## config.mk

```make
export PLATFORM = sky130hd
export DESIGN_NAME = serial_tx_unit
export DESIGN_NICKNAME = d
export VERILOG_FILES = /design/src/rtl/sertx_pkg.sv /design/src/rtl/sertx_ctrl.sv /design/src/rtl/sertx_dpath.sv /design/src/rtl/serial_tx_unit.sv
export SDC_FILE = /design/constraint.sdc
export NUM_CORES = 1
export LEC_CHECK = 0
export ABC_AREA = 1
export CAP_MARGIN = 20
export CORE_UTILIZATION = 47
export CTS_CLUSTER_DIAMETER = 60
export DETAILED_ROUTE_END_ITERATION = 8
export PLACE_DENSITY_LB_ADDON = 0.08
export SLEW_MARGIN = 20
export SYNTH_ARGS = -nofsm -noshare
export SYNTH_HDL_FRONTEND = slang
export SYNTH_SLANG_ARGS = --single-unit
```

## constraint.sdc

```tcl
create_clock -name clk -period 1.3 [get_ports clk]
set_input_delay 0.195 -clock clk [delete_from_list [all_inputs] [get_ports clk]]
set_output_delay 0.195 -clock clk [all_outputs]
set_load 0.01 [all_outputs]
```

## src/rtl/sertx_pkg.sv

```systemverilog
package sertx_pkg;

  typedef enum logic [2:0] {
    ST_IDLE,
    ST_START,
    ST_DATA,
    ST_PARITY,
    ST_STOP
  } txState_e;

  // strobes from control to datapath
  typedef struct packed {
    logic     load;   // capture head of FIFO into the shifter
    logic     shift;  // advance to the next data bit
    txState_e line;   // which source drives the line
  } txStrobe_t;

endpackage

```

## src/rtl/sertx_ctrl.sv

```systemverilog
module sertx_ctrl
  import sertx_pkg::*;
#(
  parameter int OVERSAMPLE = 16,
  parameter int DATA_W     = 8
) (
  input  logic      clk,
  input  logic      rstN,
  input  logic      tick,
  input  logic      fifoEmpty,
  input  logic      txDisable,
  input  logic      ctsGateEn,
  input  logic      ctsHigh,
  input  logic [1:0] modeSel,
  input  logic      parityOn,
  input  logic      twoStop,
  output logic      fifoPop,
  output txStrobe_t strobe,
  output logic      busy
);
  localparam int CW = $clog2(OVERSAMPLE);
  localparam int IW = $clog2(DATA_W);
  localparam logic [CW-1:0] CNT_LAST  = CW'(OVERSAMPLE - 1);
  localparam logic [IW-1:0] IDX_FULL  = IW'(DATA_W - 1);
  localparam logic [IW-1:0] IDX_SHORT = IW'(DATA_W - 2);

  txState_e      state;
  logic [CW-1:0] tickCnt;
  logic [IW-1:0] bitIdx;
  logic [IW-1:0] lastIdx;
  logic          parQ;
  logic          twoQ;
  logic          secondStop;

  logic canStart;
  logic bitEnd;
  logic launch;

  assign canStart = !fifoEmpty && !txDisable && !(ctsGateEn && ctsHigh);
  assign bitEnd   = tick && (tickCnt == CNT_LAST);
  assign launch   = (state == ST_IDLE) && tick && canStart;

  always_ff @(posedge clk or negedge rstN) begin
    if (!rstN) begin
      state      <= ST_IDLE;
      tickCnt    <= '0;
      bitIdx     <= '0;
      lastIdx    <= IDX_FULL;
      parQ       <= 1'b0;
      twoQ       <= 1'b0;
      secondStop <= 1'b0;
    end else begin
      if (state == ST_IDLE) begin
        tickCnt <= '0;
      end else if (tick) begin
        tickCnt <= bitEnd ? '0 : tickCnt + 1'b1;
      end

      unique case (state)
        ST_IDLE: begin
          if (launch) begin
            state      <= ST_START;
            lastIdx    <= (modeSel == 2'd1) ? IDX_SHORT : IDX_FULL;
            parQ       <= parityOn;
            twoQ       <= twoStop;
            secondStop <= 1'b0;
          end
        end
        ST_START: begin
          if (bitEnd) begin
            state  <= ST_DATA;
            bitIdx <= '0;
          end
        end
        ST_DATA: begin
          if (bitEnd) begin
            if (bitIdx == lastIdx) begin
              state <= parQ ? ST_PARITY : ST_STOP;
            end else begin
              bitIdx <= bitIdx + 1'b1;
            end
          end
        end
        ST_PARITY: begin
          if (bitEnd) state <= ST_STOP;
        end
        ST_STOP: begin
          if (bitEnd) begin
            if (twoQ && !secondStop) secondStop <= 1'b1;
            else                     state      <= ST_IDLE;
          end
        end
        default: state <= ST_IDLE;
      endcase
    end
  end

  always_comb begin
    strobe.load  = launch;
    strobe.shift = (state == ST_DATA) && bitEnd;
    strobe.line  = state;
  end

  assign fifoPop = launch;
  assign busy    = (state != ST_IDLE);

endmodule

```

## src/rtl/sertx_dpath.sv

```systemverilog
module sertx_dpath
  import sertx_pkg::*;
#(
  parameter int DATA_W      = 8,
  parameter int SYNC_STAGES = 2
) (
  input  logic              clk,
  input  logic              rstN,
  input  txStrobe_t         strobe,
  input  logic [DATA_W-1:0] fifoData,
  input  logic [1:0]        modeSel,
  input  logic              parityEven,
  input  logic              breakOn,
  input  logic              ctsN,
  output logic              txd,
  output logic              ctsHigh
);
  localparam logic [DATA_W-1:0] MASK_SHORT = {1'b0, {(DATA_W-1){1'b1}}};

  logic [DATA_W-1:0]      shiftReg;
  logic                   parBit;
  logic [DATA_W-1:0]      dataMasked;
  logic                   lineBit;
  logic [SYNC_STAGES-1:0] syncQ;

  assign dataMasked = (modeSel == 2'd1) ? (fifoData & MASK_SHORT) : fifoData;

  always_ff @(posedge clk or negedge rstN) begin
    if (!rstN) begin
      shiftReg <= '0;
      parBit   <= 1'b0;
    end else if (strobe.load) begin
      shiftReg <= dataMasked;
      parBit   <= parityEven ? (^dataMasked) : ~(^dataMasked);
    end else if (strobe.shift) begin
      shiftReg <= {1'b0, shiftReg[DATA_W-1:1]};
    end
  end

  always_comb begin
    unique case (strobe.line)
      ST_START:  lineBit = 1'b0;
      ST_DATA:   lineBit = shiftReg[0];
      ST_PARITY: lineBit = parBit;
      default:   lineBit = 1'b1;
    endcase
  end

  always_ff @(posedge clk or negedge rstN) begin
    if (!rstN) txd <= 1'b1;
    else       txd <= breakOn ? 1'b0 : lineBit;
  end

  // clear-to-send synchronizer, resets to the deasserted level
  generate
    if (SYNC_STAGES == 1) begin : g_sync1
      always_ff @(posedge clk or negedge rstN) begin
        if (!rstN) syncQ <= '1;
        else       syncQ <= ctsN;
      end
    end else begin : g_syncN
      always_ff @(posedge clk or negedge rstN) begin
        if (!rstN) syncQ <= '1;
        else       syncQ <= {syncQ[SYNC_STAGES-2:0], ctsN};
      end
    end
  endgenerate

  assign ctsHigh = syncQ[SYNC_STAGES-1];

endmodule

```

## src/rtl/serial_tx_unit.sv

```systemverilog
module serial_tx_unit
  import sertx_pkg::*;
#(
  parameter int OVERSAMPLE  = 16,
  parameter int DATA_W      = 8,
  parameter int SYNC_STAGES = 2
) (
  input  logic              clk,
  input  logic              rstN,
  input  logic              tick,
  input  logic              fifoEmpty,
  input  logic [DATA_W-1:0] fifoData,
  output logic              fifoPop,
  input  logic [1:0]        modeSel,
  input  logic              parityOn,
  input  logic              parityEven,
  input  logic              twoStop,
  input  logic              ctsGateEn,
  input  logic              ctsN,
  input  logic              breakOn,
  input  logic              txDisable,
  output logic              txd,
  output logic              allSent,
  output logic              ctsStatus
);
  txStrobe_t strobe;
  logic      ctsHigh;
  logic      busy;

  sertx_ctrl #(.OVERSAMPLE(OVERSAMPLE), .DATA_W(DATA_W)) u_ctrl (
    .clk(clk), .rstN(rstN), .tick(tick), .fifoEmpty(fifoEmpty),
    .txDisable(txDisable), .ctsGateEn(ctsGateEn), .ctsHigh(ctsHigh),
    .modeSel(modeSel), .parityOn(parityOn), .twoStop(twoStop),
    .fifoPop(fifoPop), .strobe(strobe), .busy(busy)
  );

  sertx_dpath #(.DATA_W(DATA_W), .SYNC_STAGES(SYNC_STAGES)) u_dpath (
    .clk(clk), .rstN(rstN), .strobe(strobe), .fifoData(fifoData),
    .modeSel(modeSel), .parityEven(parityEven), .breakOn(breakOn),
    .ctsN(ctsN), .txd(txd), .ctsHigh(ctsHigh)
  );

  assign ctsStatus = ctsHigh;
  assign allSent   = fifoEmpty && !busy;

endmodule

```

# ---- After elaboration in Yosys (flattened, before gate mapping)
# Cells that the tools add are included.
dict set report classes {
  bitwise_logic 1
  shifts 0
  n_addsub 2
  order_cmp 0
  reduce_logical 25
  multipliers 0
  div_mod_pow 0
  n_eq_ne 16
  n_mux 27
}
# cell count
set op_table {}
lappend op_table {{$mux W3} 11}
lappend op_table {{$mux W8} 3}
lappend op_table {{$pmux W3 S5} 1}
lappend op_table {{$mux W4} 3}
lappend op_table {{$ne A2 B1 Y1 const B} 6}
lappend op_table {{$logic_and A1 B1 Y1} 9}
lappend op_table {{$reduce_and A4 Y1} 2}
lappend op_table {{$reduce_bool A2 Y1} 4}
lappend op_table {{$reduce_xor A8 Y1} 1}
lappend op_table {{$reduce_and A7 Y1} 1}
lappend op_table {{$eq A3 B2 Y1 const B} 2}
lappend op_table {{$mux W1} 6}
lappend op_table {{$ne A2 B2 Y1 const B} 3}
lappend op_table {{$pmux W3 S2} 1}
lappend op_table {{$logic_not A1 Y1} 5}
lappend op_table {{$add A4 B1 Y4 const B} 1}
lappend op_table {{$eq A4 B4 Y1 const B} 1}
lappend op_table {{$add A3 B1 Y3 const B} 1}
lappend op_table {{$eq A3 B1 Y1 const B} 1}
lappend op_table {{$eq A3 B3 Y1} 1}
lappend op_table {{$eq A3 B3 Y1 const B} 1}
lappend op_table {{$logic_not A3 Y1} 1}
lappend op_table {{$pmux W1 S3} 1}
lappend op_table {{$reduce_bool A3 Y1} 1}
lappend op_table {{other kinds (4)} 4}
dict set report word_totals {
  mem_count 0
  ram_bits 0
  latchBits 0
  in_bits 21
  output_inout_bits 4
  rom_bits 0
  register_bits 28
  wordCells 82
}

# ---- Depth between registers and ports, before layout
dict set report logic_depth {
  depth_word 6
  mapped_depth 11
  depth_no_buf 11
}

# ---- Cells and area by module
# A second synthesis with hierarchy kept.
dict set report hier_totals {
  cells_unflattened 200
  hier_area_um2 1541.5
}
# module area_each_um2 n_inst cells_each seq_area_each_um2
set by_module_without_submodules {}
lappend by_module_without_submodules {sertx_ctrl 818.3 1 111 351.6}
lappend by_module_without_submodules {sertx_dpath 713.2 1 87 304.0}
lappend by_module_without_submodules {serial_tx_unit 10.0 1 2 0.0}

# ---- Worst setup path after synthesis
# Ideal clock, no wire load.
dict set report synth_timing {
  path_kind {register to register}
  start {register u_ctrl.state[0]}
  end {register u_dpath.shiftReg[0]}
  path_slack_ps -50
  t_required_ps 1174
  setup_ps 126
  period_less_slack_ps 1350
  t_arrival_ps 1224
  path_stages_with_launch 10
  path_buffers 1
  path_cell_list {dfrtp_1 -> inv_2 -> nand2_2 -> nor2_4 -> nand2_4 -> nor2_8 -> inv_2 -> o21ai_4 -> buf_6 -> o21ai_0}
}
dict set report synth_between {
  elab_chain_len 4
  elab_cells_between_ends 7
  classes_between {eq/ne (1); mux (1); reduce/logical (5)}
}
# element line_no
set synth_rtl {}
lappend synth_rtl {{start, declared} sertx_ctrl.sv:27} ;# txState_e state;
lappend synth_rtl {{start signal, assigned} sertx_ctrl.sv:78} ;# state <= parQ ? ST_PARITY : ST_STOP;
lappend synth_rtl {{$logic_not A3 Y1} sertx_ctrl.sv:41} ;# assign launch = (state == ST_IDLE) && tick && canStart;
lappend synth_rtl {{$logic_and A1 B1 Y1 (2 in a row)} sertx_ctrl.sv:41}
lappend synth_rtl {{$mux W8 / $reduce_bool A2 Y1 (equally long branches)} n/a}
lappend synth_rtl {{end signal, assigned} sertx_dpath.sv:33} ;# shiftReg <= dataMasked;
lappend synth_rtl {{end signal, assigned} sertx_dpath.sv:36} ;# shiftReg <= {1'b0, shiftReg[DATA_W-1:1]};
lappend synth_rtl {{end, declared} sertx_dpath.sv:20} ;# logic [DATA_W-1:0] shiftReg;
# Parallel ways exist; a longest one is shown, timed or not.
# A chain may end at the register's enable or synchronous reset.

# ---- Final worst setup path
dict set report layout_timing {
  start {register u_ctrl.state[1]}
  end {output fifoPop}
}
dict set report layout_between {
  elab_chain_len 3
}
# element line_no
set layout_rtl {}
lappend layout_rtl {{$logic_not A3 Y1} sertx_ctrl.sv:41}
lappend layout_rtl {{$logic_and A1 B1 Y1 (2 in a row)} sertx_ctrl.sv:41}
lappend layout_rtl {{end, declared} serial_tx_unit.sv:13} ;# output logic fifoPop,
# Every way passes these cells.

==> key figures <==
Flow run
  • Max-cap viol count: 0

Setup path
  • Worst EP arrival: 1.36 ns
  • R2r endpoint: u_dpath.shiftReg[5]
  • Startpoint Class: flip-flop
  • CP Data Required Time: 1.11 ns
  • Worst R2R Path Depth: 11
  • Critical path class: flip-flop to primary output
  • Max FO, Critical Path: 5
  • Reg-to-reg startpoint: u_ctrl.state[1]
  • R2R setup slack: -0.25 ns
  • Crit. End Element: primary output

Yosys
  • Post-Synthesis Cells: 200
  • Post-synthesis sequential area ratio: 0.4400
  • Ranking of synthesized cells by area: dfrtp_1 37%, nand2_1 16%, o21ai_0 8.7%
  • Synth cell types: 27
  • Cell taking the most area after synthesis: dfrtp_1
  • #FFs+latches synth: 26
  • Yosys top cell area share: 0.3694
  • Yosys warning total: 0
  • Syn_area_per_cell: 7.451 µm²
  • Net Count, Synth: 223
  • Mapped Area: 0.001490 mm²

STA
  • Final setup skew: 0.01017 ns
  • Max-slew violations: 0
  • Final hold viol count: 0
  • Max Freq: 642.6 MHz
  • Final setup viols: 21
  • Unrepaired setup endpoints after global routing: yes
  • Hold Slack: 0.2016 ns
  • Worst-Margin Slew: 0.2666 ns
  • Min setup slack post-route: -0.2561 ns
  • Tmin final: 1.556 ns
  • Relative slew slack: 0.8216
  • Tcrit/Tclk final: 1.197

Floorplan
  • FP Rows: 20
  • IO Count: 25
  • Area of the core: 0.003028 mm²
  • Starting Density: 0.4921
  • Die Area: 0.003400 mm²
  • Die H: 58.31 µm
  • Die width: 58.31 µm

Layout
  • Leading cell types in the layout, fill and taps excluded: 57 x nand2_1, 35 x buf_4, 28 x inv_1, 21 x dfrtp_1, 20 x clkdlybuf4s50_1
  • Fin cells: 311
  • Ant diodes: 0
  • P&R area growth vs syn: 53.40%
  • Commonest non-fill, non-tap cell in the layout: nand2_1
  • Final #Nets: 291
  • Layout cells sized above 1: 0.3371
  • Fillers: 219

Global routing
  • Global-route wire length before repair: 5506 µm
  • Largest net degree at the start of global routing: 27
  • Initial antenna violation count: 0
  • Total gr overflow: 0
  • Total Routing Usage GR: 0.2128
  • Vias in the first global route: 1323

Run status
  • Outcome: finished, violations left
  • Violated checks: setup timing

CTS
  • CTS root buf: clkbuf_4
  • CTS tree: built
  • Clock sinks: 26
  • H-tree depth: 1
  • Clock transition at the registers of the reported paths: 0.15 ns
  • Max Root-Sink Buffers: 2
  • Clock latency on the worst-skew pair: 0.32 ns
  • Num CTS Buffers: 3
  • Cts hold-fix bufs: 0

Placement
  • Place WS: -0.4602 ns
  • Number of I/O port buffers: 24
  • HPWL after detailed placement: 2472 µm
  • Placed cells: 295
  • GPL Wtd Cong: 0.7701

Detailed routing
  • Wire per inst: 11.32 µm
  • Antenna viol nets, final: 0
  • Detail Route met3 WL: 115 µm
  • Top Metal Used: met4
  • First drt pass iteration count: 4
  • Vias: 1499
  • Met1 Wirelength: 1441 µm
  • Met2 WL post-DR: 1935 µm
  • WL final: 3522 µm
  • Starting DRT DRC Count: 42
  • Residual DRC count: 0
  • Vias per inst: 4.820

Power and ir drop
  • PwrDens: 1667 mW/mm²
  • Design Power: 3.811 mW
  • Peak VDD IR: 0.0008968 V
  • Leakage power: 1.154 nW

Worst hold path
  • Worst hold-check path type: input pin to asynchronous set/reset pin
## power breakdown
group	total (mW)	switching (mW)	internal, mW
clock	0.558	0.246	0.312
combinational	2.00	1.03	0.974
sequential	1.25	0.138	1.11
## flip-flops by register name, indices dropped and copies added, names as in the netlist
register           count
u_ctrl.bitIdx          3
u_ctrl.lastIdx         1
u_ctrl.parQ            1
u_ctrl.secondStop      1
u_ctrl.state           3
u_ctrl.tickCnt         4
u_ctrl.twoQ            1
u_dpath.parBit         1
u_dpath.shiftReg       8
u_dpath.syncQ          2
u_dpath.txd            1
## per-stage QoR
step             util  area (µm²)  setup TNS, ns
2_1_floorplan       -        1493        -0.3754
3_3_place_gp   0.6603        1999         -6.548
3_5_place_dp   0.6603        1999         -7.933
4_1_cts        0.7079        2143         -3.010
5_1_grt        0.7550        2286         -4.716
6_report       0.7550        2286         -2.889
## worst max-delay path: stages (launching register included)
cell and delay (ns):
dfrtp_1 0.42, inv_2 0.08, nand2_4 0.05, nor2_4 0.14
nand2_4 0.08, nor2_8 0.13, buf_6 0.12
## Yosys cell counts
cell type and count:
a21oi_1 4, a22oi_1 1, a31oi_1 1, buf_4 2
buf_6 1, dfrtp_1 22, dfstp_2 4, ha_1 2
inv_1 31, inv_2 5, nand2_1 63, nand2_2 2
nand2_4 1, nand3_1 10, nand3_2 1, nand4_1 1
nor2_1 10, nor2_2 2, nor2_4 1, nor2_8 1
nor3_1 2, o21ai_0 26, o21ai_2 2, o21ai_4 1
o22ai_1 1, xnor2_1 1, xor2_1 2
## worst max-delay path by stage
| stage | slack, ns | to | cells after the start | from |
|---|---|---|---|---|
| floorplan | -0.05 | u_dpath.shiftReg[0] | 9 | u_ctrl.state[0] |
| global placement | -0.41 | fifoPop | 4 | tick |
| detailed placement | -0.46 | fifoPop | 4 | tick |
| CTS | -0.27 | fifoPop | 6 | u_ctrl.state[1] |
| global route | -0.33 | fifoPop | 6 | u_ctrl.state[1] |
| finish | -0.26 | fifoPop | 6 | u_ctrl.state[1] |
## layer usage
metal  track usage  vias up
li1              -      758
met1        0.2504      716
met4       0.05102        0
met5             0        -
met2        0.4089       21
met3       0.02637        4
## cells by family (layout without fill, tap and decap cells)
| kind of cell | after synthesis | count (layout) | synth area share |
|---|---|---|---|
| buf+inv | 39 | 105 | 0.1083 |
| fa+ha+maj | 2 | 2 | 0.01679 |
| xor+xnor | 3 | 3 | 0.01764 |
| compound gates | 36 | 37 | 0.1369 |
| flops | 26 | 26 | 0.4400 |
| simple gates | 94 | 94 | 0.2804 |
## final cells by class
cell class | count | area [µm²] | area share
multi-input combinational | 136 | 798.3 | 0.3492
sequential | 26 | 656.9 | 0.2874
timing repair buffer | 65 | 583.1 | 0.2551
inverter | 36 | 140.1 | 0.06130
tap | 44 | 55.05 | 0.02408
clock inverter | 1 | 30.03 | 0.01314
clock buffer | 3 | 22.52 | 0.009852
## what timing repair did
item	CTS	global route
pin swaps	7	9
hold endpoints to repair	0	0
setup buffers	4	8
resized for setup	37	24
endpoints found under the setup margin	22	24
cloned	1	1
(Power assumes the default switching activity.)
